## src/rtl/trip_guard_pkg.sv

```systemverilog
`timescale 1ns/1ps
package trip_guard_pkg;

    localparam int unsigned N_CH = 2;

    typedef enum logic [1:0] {
        ACT_HIZ  = 2'b00,
        ACT_HIGH = 2'b01,
        ACT_LOW  = 2'b10,
        ACT_NONE = 2'b11
    } trip_act_e;

    localparam logic [1:0] ADDR_OST_SEL = 2'd0;
    localparam logic [1:0] ADDR_CBC_SEL = 2'd1;
    localparam logic [1:0] ADDR_CTRL    = 2'd2;
    localparam logic [1:0] ADDR_CMD     = 2'd3;

    localparam int unsigned CTRL_ACT_A  = 0;
    localparam int unsigned CTRL_ACT_B  = 2;
    localparam int unsigned CTRL_IE_CBC = 4;
    localparam int unsigned CTRL_IE_OST = 5;

    localparam int unsigned CMD_FRC_CBC = 0;
    localparam int unsigned CMD_FRC_OST = 1;
    localparam int unsigned CMD_CLR_CBC = 2;
    localparam int unsigned CMD_CLR_OST = 3;
    localparam int unsigned CMD_CLR_INT = 4;

    typedef struct packed {
        logic frc_cbc;
        logic frc_ost;
        logic clr_cbc;
        logic clr_ost;
        logic clr_int;
    } trip_cmd_t;

endpackage

```

## src/rtl/trip_cfg_regs.sv

```systemverilog
`timescale 1ns/1ps
module trip_cfg_regs
    import trip_guard_pkg::*;
#(
    parameter int unsigned N_TRIP = 3,
    parameter int unsigned DATA_W = 16
) (
    input  logic              clk,
    input  logic              rst_n,
    input  logic              wr_en,
    input  logic [1:0]        wr_addr,
    input  logic [DATA_W-1:0] wr_data,
    output logic [N_TRIP-1:0] ost_sel,
    output logic [N_TRIP-1:0] cbc_sel,
    output trip_act_e         act_a,
    output trip_act_e         act_b,
    output logic              ie_cbc,
    output logic              ie_ost,
    output trip_cmd_t         cmd
);

    typedef struct packed {
        logic [N_TRIP-1:0] ost_sel;
        logic [N_TRIP-1:0] cbc_sel;
        trip_act_e         act_a;
        trip_act_e         act_b;
        logic              ie_cbc;
        logic              ie_ost;
    } cfg_t;

    localparam cfg_t CFG_RST = '{
        ost_sel: '0,
        cbc_sel: '0,
        act_a:   ACT_NONE,
        act_b:   ACT_NONE,
        ie_cbc:  1'b0,
        ie_ost:  1'b0
    };

    cfg_t cfg_d, cfg_q;
    trip_cmd_t cmd_d;

    // the upper data bits are not decoded at every address
    logic unused_wr_bits;
    assign unused_wr_bits = ^wr_data;

    always_comb begin
        cfg_d = cfg_q;
        cmd_d = '0;
        if (wr_en) begin
            unique case (wr_addr)
                ADDR_OST_SEL: cfg_d.ost_sel = wr_data[N_TRIP-1:0];
                ADDR_CBC_SEL: cfg_d.cbc_sel = wr_data[N_TRIP-1:0];
                ADDR_CTRL: begin
                    cfg_d.act_a  = trip_act_e'(wr_data[CTRL_ACT_A +: 2]);
                    cfg_d.act_b  = trip_act_e'(wr_data[CTRL_ACT_B +: 2]);
                    cfg_d.ie_cbc = wr_data[CTRL_IE_CBC];
                    cfg_d.ie_ost = wr_data[CTRL_IE_OST];
                end
                ADDR_CMD: begin
                    cmd_d.frc_cbc = wr_data[CMD_FRC_CBC];
                    cmd_d.frc_ost = wr_data[CMD_FRC_OST];
                    cmd_d.clr_cbc = wr_data[CMD_CLR_CBC];
                    cmd_d.clr_ost = wr_data[CMD_CLR_OST];
                    cmd_d.clr_int = wr_data[CMD_CLR_INT];
                end
            endcase
        end
    end

    always_ff @(posedge clk or negedge rst_n) begin
        if (!rst_n) cfg_q <= CFG_RST;
        else        cfg_q <= cfg_d;
    end

    assign ost_sel = cfg_q.ost_sel;
    assign cbc_sel = cfg_q.cbc_sel;
    assign act_a   = cfg_q.act_a;
    assign act_b   = cfg_q.act_b;
    assign ie_cbc  = cfg_q.ie_cbc;
    assign ie_ost  = cfg_q.ie_ost;
    assign cmd     = cmd_d;

endmodule

```

## src/rtl/trip_event_detect.sv

```systemverilog
`timescale 1ns/1ps
module trip_event_detect #(
    parameter int unsigned N_TRIP = 3
) (
    input  logic [N_TRIP-1:0] trip_n,
    input  logic [N_TRIP-1:0] ost_sel,
    input  logic [N_TRIP-1:0] cbc_sel,
    input  logic              frc_ost,
    input  logic              frc_cbc,
    output logic              ost_evt,
    output logic              cbc_evt
);

    logic [N_TRIP-1:0] asserted;
    logic [N_TRIP-1:0] ost_hits;
    logic [N_TRIP-1:0] cbc_hits;

    for (genvar i = 0; i < N_TRIP; i++) begin : g_in
        assign asserted[i] = ~trip_n[i];
        assign ost_hits[i] = asserted[i] & ost_sel[i];
        assign cbc_hits[i] = asserted[i] & cbc_sel[i];
    end

    always_comb begin
        ost_evt = frc_ost | (|ost_hits);
        cbc_evt = frc_cbc | (|cbc_hits);
    end

endmodule

```

## src/rtl/trip_latch_ctrl.sv

```systemverilog
`timescale 1ns/1ps
module trip_latch_ctrl
    import trip_guard_pkg::*;
(
    input  logic      clk,
    input  logic      rst_n,
    input  logic      ost_evt,
    input  logic      cbc_evt,
    input  logic      ctr_zero,
    input  logic      ie_cbc,
    input  logic      ie_ost,
    input  trip_cmd_t cmd,
    output logic      ost_flag,
    output logic      cbc_flag,
    output logic      irq_flag,
    output logic      trip_active
);

    typedef struct packed {
        logic ost;
        logic cbc_hold;
        logic cbc_flag;
        logic irq;
    } latch_t;

    latch_t st_d, st_q;
    logic irq_set;

    always_comb begin
        st_d = st_q;
        // one-shot: only software releases it, a live trip wins over the clear
        st_d.ost      = ost_evt | (st_q.ost & ~cmd.clr_ost);
        // cycle-by-cycle override: released at counter zero once the trip is gone
        st_d.cbc_hold = cbc_evt | (st_q.cbc_hold & ~ctr_zero);
        st_d.cbc_flag = cbc_evt | (st_q.cbc_flag & ~cmd.clr_cbc);
        irq_set       = (ie_cbc & cbc_evt & ~st_q.cbc_flag)
                      | (ie_ost & ost_evt & ~st_q.ost);
        st_d.irq      = irq_set | (st_q.irq & ~cmd.clr_int);
    end

    always_ff @(posedge clk or negedge rst_n) begin
        if (!rst_n) st_q <= '0;
        else        st_q <= st_d;
    end

    assign ost_flag    = st_q.ost;
    assign cbc_flag    = st_q.cbc_flag;
    assign irq_flag    = st_q.irq;
    assign trip_active = ost_evt | cbc_evt | st_q.ost | st_q.cbc_hold;

    a_r4_ost_sticky: assert property (@(posedge clk) disable iff (!rst_n)
        (st_q.ost && !cmd.clr_ost) |=> st_q.ost);

    a_r5_hold_until_zero: assert property (@(posedge clk) disable iff (!rst_n)
        (st_q.cbc_hold && !ctr_zero) |=> st_q.cbc_hold);

    a_r6_cbc_flag_sticky: assert property (@(posedge clk) disable iff (!rst_n)
        (st_q.cbc_flag && !cmd.clr_cbc) |=> st_q.cbc_flag);

    a_r7_cbc_trip_wins: assert property (@(posedge clk) disable iff (!rst_n)
        cbc_evt |=> (st_q.cbc_flag && st_q.cbc_hold));

    a_r7_ost_trip_wins: assert property (@(posedge clk) disable iff (!rst_n)
        ost_evt |=> st_q.ost);

    a_r9_irq_sticky: assert property (@(posedge clk) disable iff (!rst_n)
        (st_q.irq && !cmd.clr_int) |=> st_q.irq);

    a_r9_irq_masked: assert property (@(posedge clk) disable iff (!rst_n)
        (!ie_cbc && !ie_ost && !st_q.irq) |=> !st_q.irq);

endmodule

```

## src/rtl/trip_output_stage.sv

```systemverilog
`timescale 1ns/1ps
module trip_output_stage
    import trip_guard_pkg::*;
(
    input  logic                 trip_active,
    input  logic [N_CH-1:0]      pwm_in,
    input  logic [N_CH-1:0][1:0] act_code,
    output logic [N_CH-1:0]      pwm_out,
    output logic [N_CH-1:0]      pwm_oe
);

    for (genvar c = 0; c < N_CH; c++) begin : g_ch
        logic out_c;
        logic oe_c;

        always_comb begin
            out_c = pwm_in[c];
            oe_c  = 1'b1;
            if (trip_active) begin
                unique case (trip_act_e'(act_code[c]))
                    ACT_HIZ: begin
                        out_c = 1'b0;
                        oe_c  = 1'b0;
                    end
                    ACT_HIGH: out_c = 1'b1;
                    ACT_LOW:  out_c = 1'b0;
                    ACT_NONE: out_c = pwm_in[c];
                endcase
            end
        end

        assign pwm_out[c] = out_c;
        assign pwm_oe[c]  = oe_c;
    end

endmodule

```

## src/rtl/pwm_trip_guard.sv

```systemverilog
`timescale 1ns/1ps
module pwm_trip_guard
    import trip_guard_pkg::*;
#(
    parameter int unsigned N_TRIP = 3,
    parameter int unsigned DATA_W = 16
) (
    input  logic              clk,
    input  logic              rst_n,
    input  logic              pwm_a_in,
    input  logic              pwm_b_in,
    input  logic              ctr_zero,
    input  logic [N_TRIP-1:0] trip_n,
    input  logic              wr_en,
    input  logic [1:0]        wr_addr,
    input  logic [DATA_W-1:0] wr_data,
    output logic              pwm_a_out,
    output logic              pwm_a_oe,
    output logic              pwm_b_out,
    output logic              pwm_b_oe,
    output logic              ost_flag,
    output logic              cbc_flag,
    output logic              irq
);

    logic [N_TRIP-1:0] ost_sel;
    logic [N_TRIP-1:0] cbc_sel;
    trip_act_e         act_a;
    trip_act_e         act_b;
    logic              ie_cbc;
    logic              ie_ost;
    trip_cmd_t         cmd;
    logic              ost_evt;
    logic              cbc_evt;
    logic              trip_active;
    logic              irq_flag;

    logic [N_CH-1:0]      ch_in;
    logic [N_CH-1:0]      ch_out;
    logic [N_CH-1:0]      ch_oe;
    logic [N_CH-1:0][1:0] ch_act;

    trip_cfg_regs #(.N_TRIP(N_TRIP), .DATA_W(DATA_W)) i_regs (
        .clk     (clk),
        .rst_n   (rst_n),
        .wr_en   (wr_en),
        .wr_addr (wr_addr),
        .wr_data (wr_data),
        .ost_sel (ost_sel),
        .cbc_sel (cbc_sel),
        .act_a   (act_a),
        .act_b   (act_b),
        .ie_cbc  (ie_cbc),
        .ie_ost  (ie_ost),
        .cmd     (cmd)
    );

    trip_event_detect #(.N_TRIP(N_TRIP)) i_detect (
        .trip_n  (trip_n),
        .ost_sel (ost_sel),
        .cbc_sel (cbc_sel),
        .frc_ost (cmd.frc_ost),
        .frc_cbc (cmd.frc_cbc),
        .ost_evt (ost_evt),
        .cbc_evt (cbc_evt)
    );

    trip_latch_ctrl i_latch (
        .clk         (clk),
        .rst_n       (rst_n),
        .ost_evt     (ost_evt),
        .cbc_evt     (cbc_evt),
        .ctr_zero    (ctr_zero),
        .ie_cbc      (ie_cbc),
        .ie_ost      (ie_ost),
        .cmd         (cmd),
        .ost_flag    (ost_flag),
        .cbc_flag    (cbc_flag),
        .irq_flag    (irq_flag),
        .trip_active (trip_active)
    );

    assign ch_in  = {pwm_b_in, pwm_a_in};
    assign ch_act = {act_b, act_a};

    trip_output_stage i_out (
        .trip_active (trip_active),
        .pwm_in      (ch_in),
        .act_code    (ch_act),
        .pwm_out     (ch_out),
        .pwm_oe      (ch_oe)
    );

    assign pwm_a_out = ch_out[0];
    assign pwm_b_out = ch_out[1];
    assign pwm_a_oe  = ch_oe[0];
    assign pwm_b_oe  = ch_oe[1];
    assign irq       = irq_flag;

    a_r2_a_low: assert property (@(posedge clk) disable iff (!rst_n)
        (trip_active && act_a == ACT_LOW) |-> (!pwm_a_out && pwm_a_oe));

    a_r2_b_high: assert property (@(posedge clk) disable iff (!rst_n)
        (trip_active && act_b == ACT_HIGH) |-> (pwm_b_out && pwm_b_oe));

    a_r2_hiz_release: assert property (@(posedge clk) disable iff (!rst_n)
        (!pwm_a_oe || !pwm_b_oe) |-> trip_active);

    a_r3_quiet_passes: assert property (@(posedge clk) disable iff (!rst_n)
        !trip_active |-> (pwm_a_out == pwm_a_in && pwm_b_out == pwm_b_in
                          && pwm_a_oe && pwm_b_oe));

endmodule

```

## config.mk

```make
export PLATFORM = sky130hd
export DESIGN_NAME = pwm_trip_guard
export DESIGN_NICKNAME = d
export VERILOG_FILES = /design/src/rtl/trip_guard_pkg.sv /design/src/rtl/trip_cfg_regs.sv /design/src/rtl/trip_event_detect.sv /design/src/rtl/trip_latch_ctrl.sv /design/src/rtl/trip_output_stage.sv /design/src/rtl/pwm_trip_guard.sv
export SDC_FILE = /design/constraint.sdc
export NUM_CORES = 1
export LEC_CHECK = 0
export ABC_AREA = 1
export BUFFER_PORTS_ARGS = -buffer_cell sky130_fd_sc_hd__buf_2
export CAP_MARGIN = 20
export CORE_ASPECT_RATIO = 0.7
export CORE_MARGIN = 4
export CORE_UTILIZATION = 30
export CTS_BUF_LIST = sky130_fd_sc_hd__clkbuf_8 sky130_fd_sc_hd__clkbuf_16
export CTS_CLUSTER_DIAMETER = 120
export CTS_CLUSTER_SIZE = 24
export DETAILED_ROUTE_END_ITERATION = 16
export GPL_TIMING_DRIVEN = 0
export HOLD_SLACK_MARGIN = 0.03
export SYNTH_ARGS = -nofsm -noshare
export SYNTH_HDL_FRONTEND = slang
export SYNTH_SLANG_ARGS = --single-unit
export TNS_END_PERCENT = 1
```

## constraint.sdc

```tcl
create_clock -name clk -period 2.77 [get_ports clk]
set_input_delay 0.554 -clock clk [delete_from_list [all_inputs] [get_ports clk]]
set_output_delay 0.554 -clock clk [all_outputs]
set_load 0.05 [all_outputs]
```

# Word level (Yosys, flattened, before mapping)
# Index checks and enable logic that the tools add are counted.
[totals]
mem_bits_rw = 0
inputBits = 27
output_inout_bits = 7
latchBits = 0
memories = 0
romBits = 0
register_bits = 16
[classes]
bitwise = 33
n_addsub = 0
n_eq_ne = 9
n_reduce_logical = 10
div_mod_pow = 0
shifts = 0
n_mul = 0
n_mux = 10
order_cmp = 0
[ops]
columns = ["cell", "n"]
rows = [
  ["$and A1 B1 Y1", 14],
  ["$eq A2 B2 Y1 const B", 6],
  ["$mux W5", 2],
  ["$or A1 B1 Y1", 10],
  ["$not A1 Y1", 9],
  ["$eq A2 B1 Y1 const B", 3],
  ["$logic_not A2 Y1", 3],
  ["$mux W1", 6],
  ["$pmux W1 S3", 2],
  ["$reduce_and A2 Y1", 3],
  ["$reduce_or A3 Y1", 2],
  ["$reduce_or A2 Y1", 2],
]

# Depth between registers and ports, before layout
# Gate-level depths: netlist (run 1).
[depth]
word_depth = 8
mapped_depth = 7

# Modules after synthesis
# Synthesis (run 1) repeated with hierarchy kept, for this count alone.
[unflattened]
hier_cells = 118
area_unflattened_um2 = 870.8
[by_module_without_submodules]
columns = ["mod", "seq_area_each_um2", "area_per_inst_um2", "instances", "cells_each"]
rows = [
  ["trip_cfg_regs", 305.3, 559.3, 1, 68],
  ["trip_latch_ctrl", 100.1, 166.4, 1, 18],
  ["trip_output_stage", 0.0, 86.3, 1, 17],
  ["trip_event_detect", 0.0, 58.8, 1, 15],
]

# Least setup slack after synthesis (run 1)
# Ideal clock, no wire load.
[synth_timing]
kind = "reg2out"
from = "register i_latch.st_q, in the netlist i_latch.ost_flag"
to = "output port pwm_a_out"
setup_slack_ns = 0.826
t_arrival_ns = 1.390
stages_incl_launch_ff = 6
path_buffers = 0
cell_sequence = "dfrtp_1 > inv_1 > nand2_1 > nor3_1 > nand3_1 > nand2_1"
[synth_via]
elab_chain_len = 3
[synth_lines]
columns = ["item", "line", "rtl"]
rows = [
  ["start: declaration", "trip_latch_ctrl.sv:26", "latch_t st_d, st_q;"],
  ["start signal: assignment", "trip_latch_ctrl.sv:43", "else st_q <= st_d;"],
  ["$or A1 B1 Y1 (2 in series)", "trip_latch_ctrl.sv:49", "assign trip_active = ost_evt | cbc_evt | st_q.ost | st_q.cbc_hold;"],
  ["$mux W1", "trip_output_stage.sv:19", "if (trip_active) begin"],
  ["end: declaration", "pwm_trip_guard.sv:17", "output logic pwm_a_out,"],
]
# Every way passes these cells.

# Final worst setup path (run 1)
[layout_timing]
from = "input port wr_en"
to = "output port pwm_b_out"
[layout_via]
elab_chain_len = 6
elab_cells_between_ends = 7
classes_between = "mux: 2; bitwise: 5"
[layout_lines]
columns = ["item", "line", "rtl"]
rows = [
  ["start: declaration", "pwm_trip_guard.sv:14", "input logic wr_en,"],
  ["$mux W5 (*)", "trip_cfg_regs.sv:50", "if (wr_en) begin"],
  ["$or A1 B1 Y1 (on tied branches)", "trip_event_detect.sv:25, trip_event_detect.sv:26", ""],
  ["$or A1 B1 Y1 (*) (3 in series)", "trip_latch_ctrl.sv:49", ""],
  ["$mux W1 (*)", "trip_output_stage.sv:19", ""],
  ["end: declaration", "pwm_trip_guard.sv:19", "output logic pwm_b_out,"],
]
# Every way passes the cells marked *; elsewhere a longest branch is shown, timed or not.

==> run_results.csv, run 1 <==
group,metric,value,unit
detailed_routing,dr.pass1.iters,4,
worst_hold_path,worstHoldPathType,"in -> async",
logic_synthesis,synthCells,101,
placement,gp_congestion,0.751,
finish,final_core_util,0.401,
die,fp.dieW,70.0,um
finish,areaGrowthSynthToFinish,25.1,%
logic_synthesis,ys_types,18,
setup_path,worst-path-buf-inv,2,
timing,rsz0062_at_grt,"false",
pwr,peakVddDrop,336,uV
setup_path,arrival,1.57,ns
clock_network,cts_hold_buf,0,
global_route,grt_pass1_vias,648,
setup_path,crit_slowest_cell,"nor3_1",
clock_network,cts_setup_buffers,0,
finish,antennaDiodeCount,0,
setup_path,crit_type,"in -> out",
clock_network,ctsResizeCount,0,
timing,worst-slew-pin-transition,0.355,ns
detailed_routing,routed-via-count,696,
timing,hold_slack,0.202,ns
timing,drv_slew,0,
clock_network,cts_tree,"done",
logic_synthesis,synth_nets,128,
die,rows,15,
global_route,antenna_found_initial,0,
placement,postPlaceCellArea,965,sq um
finish,layout-drive-gt1-share,0.336,
detailed_routing,drc,0,
logic_synthesis,ys_ff_latch,16,
logic_synthesis,yosysWarnings,0,
setup_path,rr_startpoint,"i_regs.cbc_sel[2]",
clock_network,cts_buffer_depth,2,
setup_path,regToRegSetupSlack,1.81,ns
timing,fin_skew,0.00446,ns
detailed_routing,ant_nets,0,
setup_path,max_stage_delay,0.30,ns
timing,period_share,0.765,
setup_path,worstPathMaxFanout,3,
clock_network,clk_pin_slew,0.06,ns
timing,clock.fmax,472,MHz
detailed_routing,top_layer,"met4",
clock_network,cts_sinks,16,
clock_network,clockRootBuffer,"clkbuf_8",
setup_path,cp_common_cell,"buf_2",
logic_synthesis,yosysTopAreaCellShare,0.372,
die,dieArea,3600,sq um
detailed_routing,drt_iter0_markers,16,
clock_network,clock_latency,0.25,ns
logic_synthesis,synth.top_cells.by_area,"dfrtp_1 37%, nand2_1 14%, dfstp_2 13%, o21ai_0 6.8%, inv_1 6.5%",
clock_network,cts_max_level,1,
finish,finalNetCount,156,
placement,place_hpwl,1.42,mm
finish,fill_cells,282,
global_route,grt_pass1_wl,2.86,mm
die,die_h,51.4,um
timing,setup_viol,0,
setup_path,cp_top_family,"simple AND/OR/NAND/NOR gates",
pwr,leakagePower,0.000538,uW
detailed_routing,wl_met2,642,um
setup_path,cp.required,2.22,ns
flow_run,drv_cap,0,
detailed_routing,wirelength,1.73,mm
detailed_routing,post_drt_wl_per_cell,10.7,um
global_route,grt.overflow.total,0,
setup_path,r2r_cells,4,
detailed_routing,viasPerCell,4.30,
clock_network,cts_buffers,3,
die,ios,34,
timing,period_needed,2.12,ns
setup_path,cp-end-kind,"output pin",
logic_synthesis,synthesis.area,807,sq um
setup_path,cp-start-kind,"input pin",
detailed_routing,wl_met1,935,um
setup_path,worstPathCellList,"buf_2, nand2_2, nor2_2, nor3_1, nand3_1, nand2_1, buf_2",
logic_synthesis,synth_area_per_cell,7.99,sq um
status,status,"complete, no violations",
pwr,p_total,687,uW
global_route,groute.usage.overall,0.106,
die,core_area,2510,sq um
detailed_routing,wl_met3,127,um
finish,fin_area,1010,sq um
timing,hold_violations,0,
pwr,cellPowerDensity,680,nW/um^2
die,start_util,0.321,
logic_synthesis,yosysTopAreaCell,"dfrtp_1",
timing,setup_tns,0,ns
placement,io_buffers,23,
global_route,grt_max_degree,17,
logic_synthesis,yosysSeqAreaShare,0.502,
timing,slew_headroom,0.763,
setup_path,r2r_end,"i_latch.irq_flag",
-- metal layers --
metal  global-route usage  up-vias
li1                     -      367
met1                0.153      306
met2                0.130       19
met3               0.0472        4
met4               0.0478        0
met5                    0        -
-- kinds of logic after synthesis --
group	count (synthesis)	synth area share
AOI/OAI and AO/OA	19	0.127
and+or+nand+nor	47	0.271
DFF	16	0.502
muxes	1	0.0140
buffers and inverters	18	0.0853
-- registers in the layout, summed over array words and instances (netlist names), 2 cells and up --
name	count
i_regs.ost_sel	3
i_regs.cbc_sel	3
i_regs.act_b	2
i_regs.act_a	2
-- through the flow --
step / setup slack (ns) / cells
floorplan: 0.826 / 101
global placement: 0.689 / 158
detailed placement: 0.657 / 158
CTS: 0.656 / 162
global route: 0.574 / 162
finish: 0.650 / 162
-- cell usage after synthesis --
library cell  number
nand2_1           31
inv_1             14
dfrtp_1           12
o21ai_0           11
o21ai_1            5
dfstp_2            4
nand3_1            4
inv_2              3
nand3_2            3
nor2_1             3
nor2_2             3
a21boi_0           2
buf_2              1
mux2_2             1
nand2_2            1
nor2_4             1
nor3_1             1
o211ai_1           1
-- layout make-up --
type                    count  area [sq um]  area share
flip-flops and latches     16           405       0.401
multi-input cells          67           333       0.330
repair buffers             23           115       0.114
inverters                  17          63.8      0.0632
well taps                  34          42.5      0.0421
clock buffers               3          41.3      0.0409
plain buffers               1          5.00     0.00496
clock inverters             1          3.75     0.00372
-- cell usage in the layout, fill, tap and decap left out, types with 2 or more instances in the layout --
cell / count
nand3_1: 4
a21boi_0: 2
nor2_2: 3
o21ai_0: 11
dfrtp_1: 12
o21ai_1: 5
buf_2: 24
clkbuf_8: 3
nand3_2: 3
nor2_1: 3
inv_1: 15
nand2_1: 31
dfstp_2: 4
inv_2: 3
-- where the power goes --
| group | internal [uW] | leakage (uW) | switching (uW) |
|---|---|---|---|
| clock network | 98.3 | 0.0000269 | 79.5 |
| logic | 60.6 | 0.000328 | 146 |
| registers | 281 | 0.000183 | 21.2 |
-- worst max-delay path by stage --
stage / depth (start not counted) / from / to
floorplan: 5 / i_latch.ost_flag / pwm_a_out
global placement: 7 / wr_en / pwm_b_out
detailed placement: 7 / wr_en / pwm_b_out
CTS: 7 / wr_en / pwm_b_out
global route: 7 / wr_en / pwm_a_out
finish: 7 / wr_en / pwm_b_out
(Power assumes the default switching activity.)
==> run 2: changes to the inputs <==
--- a/config.mk
+++ b/config.mk
@@ -5,7 +5,7 @@
 export SDC_FILE = /design/constraint.sdc
 export NUM_CORES = 1
 export LEC_CHECK = 0
-export ABC_AREA = 1
+export ABC_AREA = 0
 export BUFFER_PORTS_ARGS = -buffer_cell sky130_fd_sc_hd__buf_2
 export CAP_MARGIN = 20
 export CORE_ASPECT_RATIO = 0.7
==> constraint.sdc (replaced) <==
create_clock -name clk -period 2.1 [get_ports clk]
set_input_delay 0.42 -clock clk [delete_from_list [all_inputs] [get_ports clk]]
set_output_delay 0.42 -clock clk [all_outputs]
set_load 0.05 [all_outputs]
==> run_results.csv, run 2 <==
group,metric,value,unit
finish,layout-drive-gt1-share,0.520,
finish,fill_cells,258,
detailed_routing,dr.pass1.iters,3,
die,ios,34,
setup_path,cp-start-kind,"flip-flop",
flow_run,drv_cap,0,
clock_network,cts_buffer_depth,2,
finish,multi_input_area,397,sq um
clock_network,clockRootBuffer,"clkbuf_8",
worst_hold_path,worstHoldPathType,"in -> async",
timing,fin_skew,0.00371,ns
detailed_routing,routed-via-count,612,
logic_synthesis,ys_types,20,
logic_synthesis,synthCells,71,
die,fp.dieW,69.9,um
logic_synthesis,synth_area_per_cell,11.3,sq um
setup_path,rr_startpoint,"i_regs.ost_sel[0]",
setup_path,regToRegSetupSlack,0.86,ns
placement,placed_cells,128,
setup_path,r2r_end,"i_latch.irq_flag",
setup_path,r2r_cells,5,
timing,drv_slew,0,
setup_path,crit_path_end,"pwm_b_out",
clock_network,clk_pin_slew,0.06,ns
setup_path,worstPathMaxFanout,4,
placement,preCtsSetupSlack,0.0341,ns
logic_synthesis,yosysMostFrequentCell,"dfrtp_1",
placement,place_hpwl,1.38,mm
placement,gp_congestion,0.742,
logic_synthesis,yosysSeqAreaShare,0.504,
timing,hold_violations,0,
setup_path,max_stage_delay,0.37,ns
logic_synthesis,ys_ff_latch,16,
global_route,antenna_found_initial,0,
logic_synthesis,synth_ff_type,"dfrtp_1",
setup_path,crit_type,"reg -> out",
global_route,groute.usage.overall,0.104,
logic_synthesis,synth_edf_count,0,
pwr,cellPowerDensity,933,nW/um^2
finish,antennaDiodeCount,0,
die,start_util,0.320,
finish,areaGrowthSynthToFinish,34.4,%
finish,final_core_util,0.430,
detailed_routing,drt_iter0_markers,15,
setup_path,startpoint,"i_regs.ost_sel[0]",
die,rows,15,
status,status,"complete, no violations",
logic_synthesis,synthesis.area,805,sq um
logic_synthesis,synth_top_cells_by_count,"12 x dfrtp_1, 10 x mux2_2, 10 x nand2_1",
setup_path,cp.required,1.68,ns
finish,finalNetCount,126,
detailed_routing,wirelength,1.72,mm
die,die_h,51.3,um
timing,slew_headroom,0.624,
clock_network,cts_hold_buf,0,
clock_network,cts_sinks,16,
global_route,grt.overflow.total,0,
clock_network,cts_buffers,3,
timing,clock.fmax,493,MHz
timing,worst-slew-pin-transition,0.563,ns
timing,finalWorstSetupSlack,0.0717,ns
clock_network,cts_tree,"done",
finish,regArea,405,sq um
timing,period_share,0.966,
finish,final_cell_mix,"19 x buf_2, 12 x dfrtp_1, 10 x nand2_1, 10 x mux2_2, 9 x inv_1",
die,core_area,2510,sq um
die,dieArea,3590,sq um
setup_path,cp-end-kind,"output pin",
logic_synthesis,synth.top_cells.by_area,"dfrtp_1 37%, mux2_2 14%, dfstp_2 13%, nand2_1 4.7%, inv_1 4.2%",
detailed_routing,post_drt_wl_per_cell,13.0,um
clock_network,cts_max_level,1,
global_route,grt_pass1_wl,2.82,mm
timing,period_needed,2.03,ns
detailed_routing,viasPerCell,4.64,
setup_path,crit_slowest_cell,"dfrtp_1",
pwr,leakagePower,0.000478,uW
placement,io_buffers,23,
logic_synthesis,yosysTopAreaCell,"dfrtp_1",
logic_synthesis,synth_nets,98,
logic_synthesis,yosysWarnings,0,
pwr,peakVddDrop,345,uV
global_route,grt_pass1_vias,601,
finish,final_common_cell,"buf_2",
finish,final_cells,132,
global_route,grt_max_degree,17,
logic_synthesis,async_reset_ff_frac,1.00,
setup_path,worstPathCellList,"nand2b_1, o221ai_4, nor4_4, a2bb2oi_2, buf_6",
timing,hold_slack,0.0755,ns
clock_network,clock_latency,0.25,ns
detailed_routing,drc,0,
detailed_routing,ant_nets,0,
logic_synthesis,yosysTopAreaCellShare,0.373,
timing,setup_viol,0,
setup_path,arrival,1.61,ns
timing,rsz0062_at_grt,"true",
pwr,p_total,1010,uW
==> run 2: worst min-delay path by stage <==
stage	from	end	depth (start not counted)
floorplan	rst_n	i_latch.cbc_flag	0
global placement	rst_n	i_regs.ie_ost	1
CTS	rst_n	i_latch.st_q[2]	1
detailed placement	rst_n	i_latch.st_q[2]	1
finish	rst_n	i_latch.st_q[2]	1
global route	rst_n	i_regs.ie_ost	1
==> run 2: worst max-delay path: cells and delay by family (launching register included) <==
kind | cells | cell delay, ns
buf+inv | 1 | 0.17
simple gates | 2 | 0.48
flops | 1 | 0.37
compound gates | 2 | 0.34
==> run 2: what timing repair did <==
action                     CTS  global route
gates cloned                 0             0
gates resized for setup      5             8
buffers inserted             0             1
hold endpoints to repair     0             0
pin swaps                    0             2
setup endpoints to repair    4             4
==> run 2: per-layer routing <==
| metal | routed length, um | up-vias | track usage |
|---|---|---|---|
| met5 | 0 | - | 0 |
| met2 | 762 | 14 | 0.158 |
| met4 | 8 | 0 | 0.0382 |
| met1 | 846 | 295 | 0.130 |
| li1 | - | 301 | - |
| met3 | 106 | 2 | 0.0472 |
==> run 2: kinds of logic after synthesis <==
| family | count (synthesis) | synth area share |
|---|---|---|
| compound gates | 13 | 0.142 |
| buf+inv | 10 | 0.0513 |
| flops | 16 | 0.504 |
| mux | 10 | 0.140 |
| simple gates | 22 | 0.163 |
==> run 2: final cells by class <==
class | count | area share
Sequential cell | 16 | 0.375
Multi-Input combinational cell | 45 | 0.367
Timing Repair Buffer | 24 | 0.137
Clock buffer | 4 | 0.0509
Tap cell | 34 | 0.0394
Inverter | 9 | 0.0312
==> run 2: through the flow <==
step | instance area, sq um | setup TNS [ns]
5_1_grt | 1080 | -0.0975
6_report | 1080 | 0
3_3_place_gp | 975 | 0
3_5_place_dp | 975 | 0
2_1_floorplan | 817 | -0.170
4_1_cts | 1050 | -0.0443
==> run 2: power by group <==
part           switching (uW)  total (uW)  leakage (uW)  internal (uW)
clock network             101         267     0.0000288            166
logic                     199         331      0.000270            132
registers                33.7         411      0.000179            377
==> run 3: changes to the inputs <==
--- a/config.mk
+++ b/config.mk
@@ -8,7 +8,7 @@
 export ABC_AREA = 0
 export BUFFER_PORTS_ARGS = -buffer_cell sky130_fd_sc_hd__buf_2
 export CAP_MARGIN = 20
-export CORE_ASPECT_RATIO = 0.7
+export CORE_ASPECT_RATIO = 2
 export CORE_MARGIN = 4
 export CORE_UTILIZATION = 30
 export CTS_BUF_LIST = sky130_fd_sc_hd__clkbuf_8 sky130_fd_sc_hd__clkbuf_16
@@ -17,6 +17,8 @@
 export DETAILED_ROUTE_END_ITERATION = 16
 export GPL_TIMING_DRIVEN = 0
 export HOLD_SLACK_MARGIN = 0.03
+export RECOVER_POWER = 100
+export SKIP_CTS_REPAIR_TIMING = 1
 export SYNTH_ARGS = -nofsm -noshare
 export SYNTH_HDL_FRONTEND = slang
 export SYNTH_SLANG_ARGS = --single-unit
==> run_results.csv, run 3 (synthesis gave the netlist of run 2 again) <==
group,metric,value,unit
finish,final_core_util,0.423,
finish,fin_area,1090,sq um
die,ios,34,
clock_network,cts_max_level,1,
clock_network,cts_tree,"done",
setup_path,crit_slowest_cell,"nor4_4",
detailed_routing,drc,0,
detailed_routing,dr.pass1.iters,4,
timing,period_share,0.995,
placement,gp_congestion,0.765,
finish,areaGrowthSynthToFinish,35.0,%
die,die_h,81.2,um
finish,final_cell_mix,"16 x buf_2, 12 x dfrtp_1, 10 x nand2_1, 10 x mux2_2, 9 x inv_1",
setup_path,r2r_cells,5,
timing,setup_viol,0,
setup_path,worstPathMaxFanout,4,
timing,hold_slack,0.254,ns
setup_path,crit_type,"reg -> out",
global_route,grt_pass1_wl,2.97,mm
pwr,peakVddDrop,476,uV
detailed_routing,ant_nets,0,
detailed_routing,wirelength,1.78,mm
status,status,"complete, no violations",
clock_network,cts_buffer_depth,2,
clock_network,cts_sinks,16,
global_route,antenna_found_initial,0,
finish,layout-drive-gt1-share,0.505,
placement,preCtsSetupSlack,-0.0215,ns
timing,worst-slew-pin-transition,0.864,ns
detailed_routing,viasPerCell,4.91,
die,rows,26,
die,fp.dieW,44.6,um
finish,fill_cells,261,
placement,postPlaceCellArea,967,sq um
worst_hold_path,worstHoldPathType,"in -> async",
detailed_routing,post_drt_wl_per_cell,14.0,um
finish,finalNetCount,127,
clock_network,clockRootBuffer,"clkbuf_8",
global_route,grt_max_degree,17,
pwr,cellPowerDensity,944,nW/um^2
timing,period_needed,2.09,ns
die,dieArea,3620,sq um
clock_network,cts_buffers,3,
die,core_area,2570,sq um
timing,clock.fmax,478,MHz
timing,rsz0062_at_grt,"true",
timing,hold_violations,0,
global_route,grt.overflow.total,0,
setup_path,cp-end-kind,"output pin",
clock_network,clock_latency,0.25,ns
setup_path,cp.required,1.68,ns
timing,slew_headroom,0.424,
flow_run,drv_cap,0,
timing,drv_slew,0,
setup_path,max_stage_delay,0.42,ns
global_route,groute.usage.overall,0.112,
die,start_util,0.313,
placement,io_buffers,23,
pwr,leakagePower,0.000481,uW
placement,place_hpwl,1.42,mm
setup_path,worstPathCellList,"inv_1, o221ai_4, nor4_4, a2bb2oi_2, buf_6",
global_route,grt_pass1_vias,653,
finish,antennaDiodeCount,0,
setup_path,cp-start-kind,"flip-flop",
detailed_routing,drt_iter0_markers,5,
detailed_routing,routed-via-count,624,
clock_network,clk_pin_slew,0.06,ns
timing,fin_skew,0.00233,ns
finish,final_common_cell,"buf_2",
timing,finalWorstSetupSlack,0.00964,ns
setup_path,arrival,1.67,ns
-- run 3: worst paths after layout --
check	start	to	slack (ns)
min in group clk	ctr_zero	i_latch.st_q[2]	0.35
max in group asynchronous	rst_n	i_regs.cbc_sel[0]	1.31
setup reg to reg	i_regs.cbc_sel[1]	i_latch.irq_flag	0.78
hold reg to reg	i_latch.irq_flag	i_latch.irq_flag	0.50
setup / recovery	i_regs.cbc_sel[1]	pwm_b_out	0.01
hold / removal	rst_n	i_latch.st_q[2]	0.25
-- run 3: critical path, delay by kind of cell, from the launching register on --
| kind | cells | cell delay (ns) |
|---|---|---|
| AO/OA/AOI/OAI | 2 | 0.35 |
| buffers and inverters | 2 | 0.27 |
| flip-flops | 1 | 0.38 |
| AND/OR/NAND/NOR | 1 | 0.42 |
-- run 3: power breakdown --
part	switching [uW]	internal, uW
clock network	108	166
logic	204	140
registers	30.7	377
total	342	683
-- run 3: per-stage QoR --
| step | total power [uW] | instances | TNS [ns] |
|---|---|---|---|
| after floorplan | 626 | 71 | -0.170 |
| after global placement | 703 | 122 | 0 |
| after detailed placement | 710 | 122 | -0.0246 |
| after CTS | 988 | 126 | -0.428 |
| after global routing | 1080 | 127 | -0.365 |
| final | 1030 | 127 | 0 |
-- run 3: layout make-up --
class	instances	area (sq um)	share of cell area
multi-input combinational	45	402	0.370
buffer	1	7.51	0.00691
tap	28	35.0	0.0323
inverter	9	33.8	0.0311
timing repair buffer	24	148	0.136
clock buffer	4	55.1	0.0507
sequential	16	405	0.373
-- run 3: metal layers --
metal  track usage  wire length [um]
met1         0.120               627
met2         0.200              1060
met3        0.0200                63
met4        0.0544                29
met5             0                 0
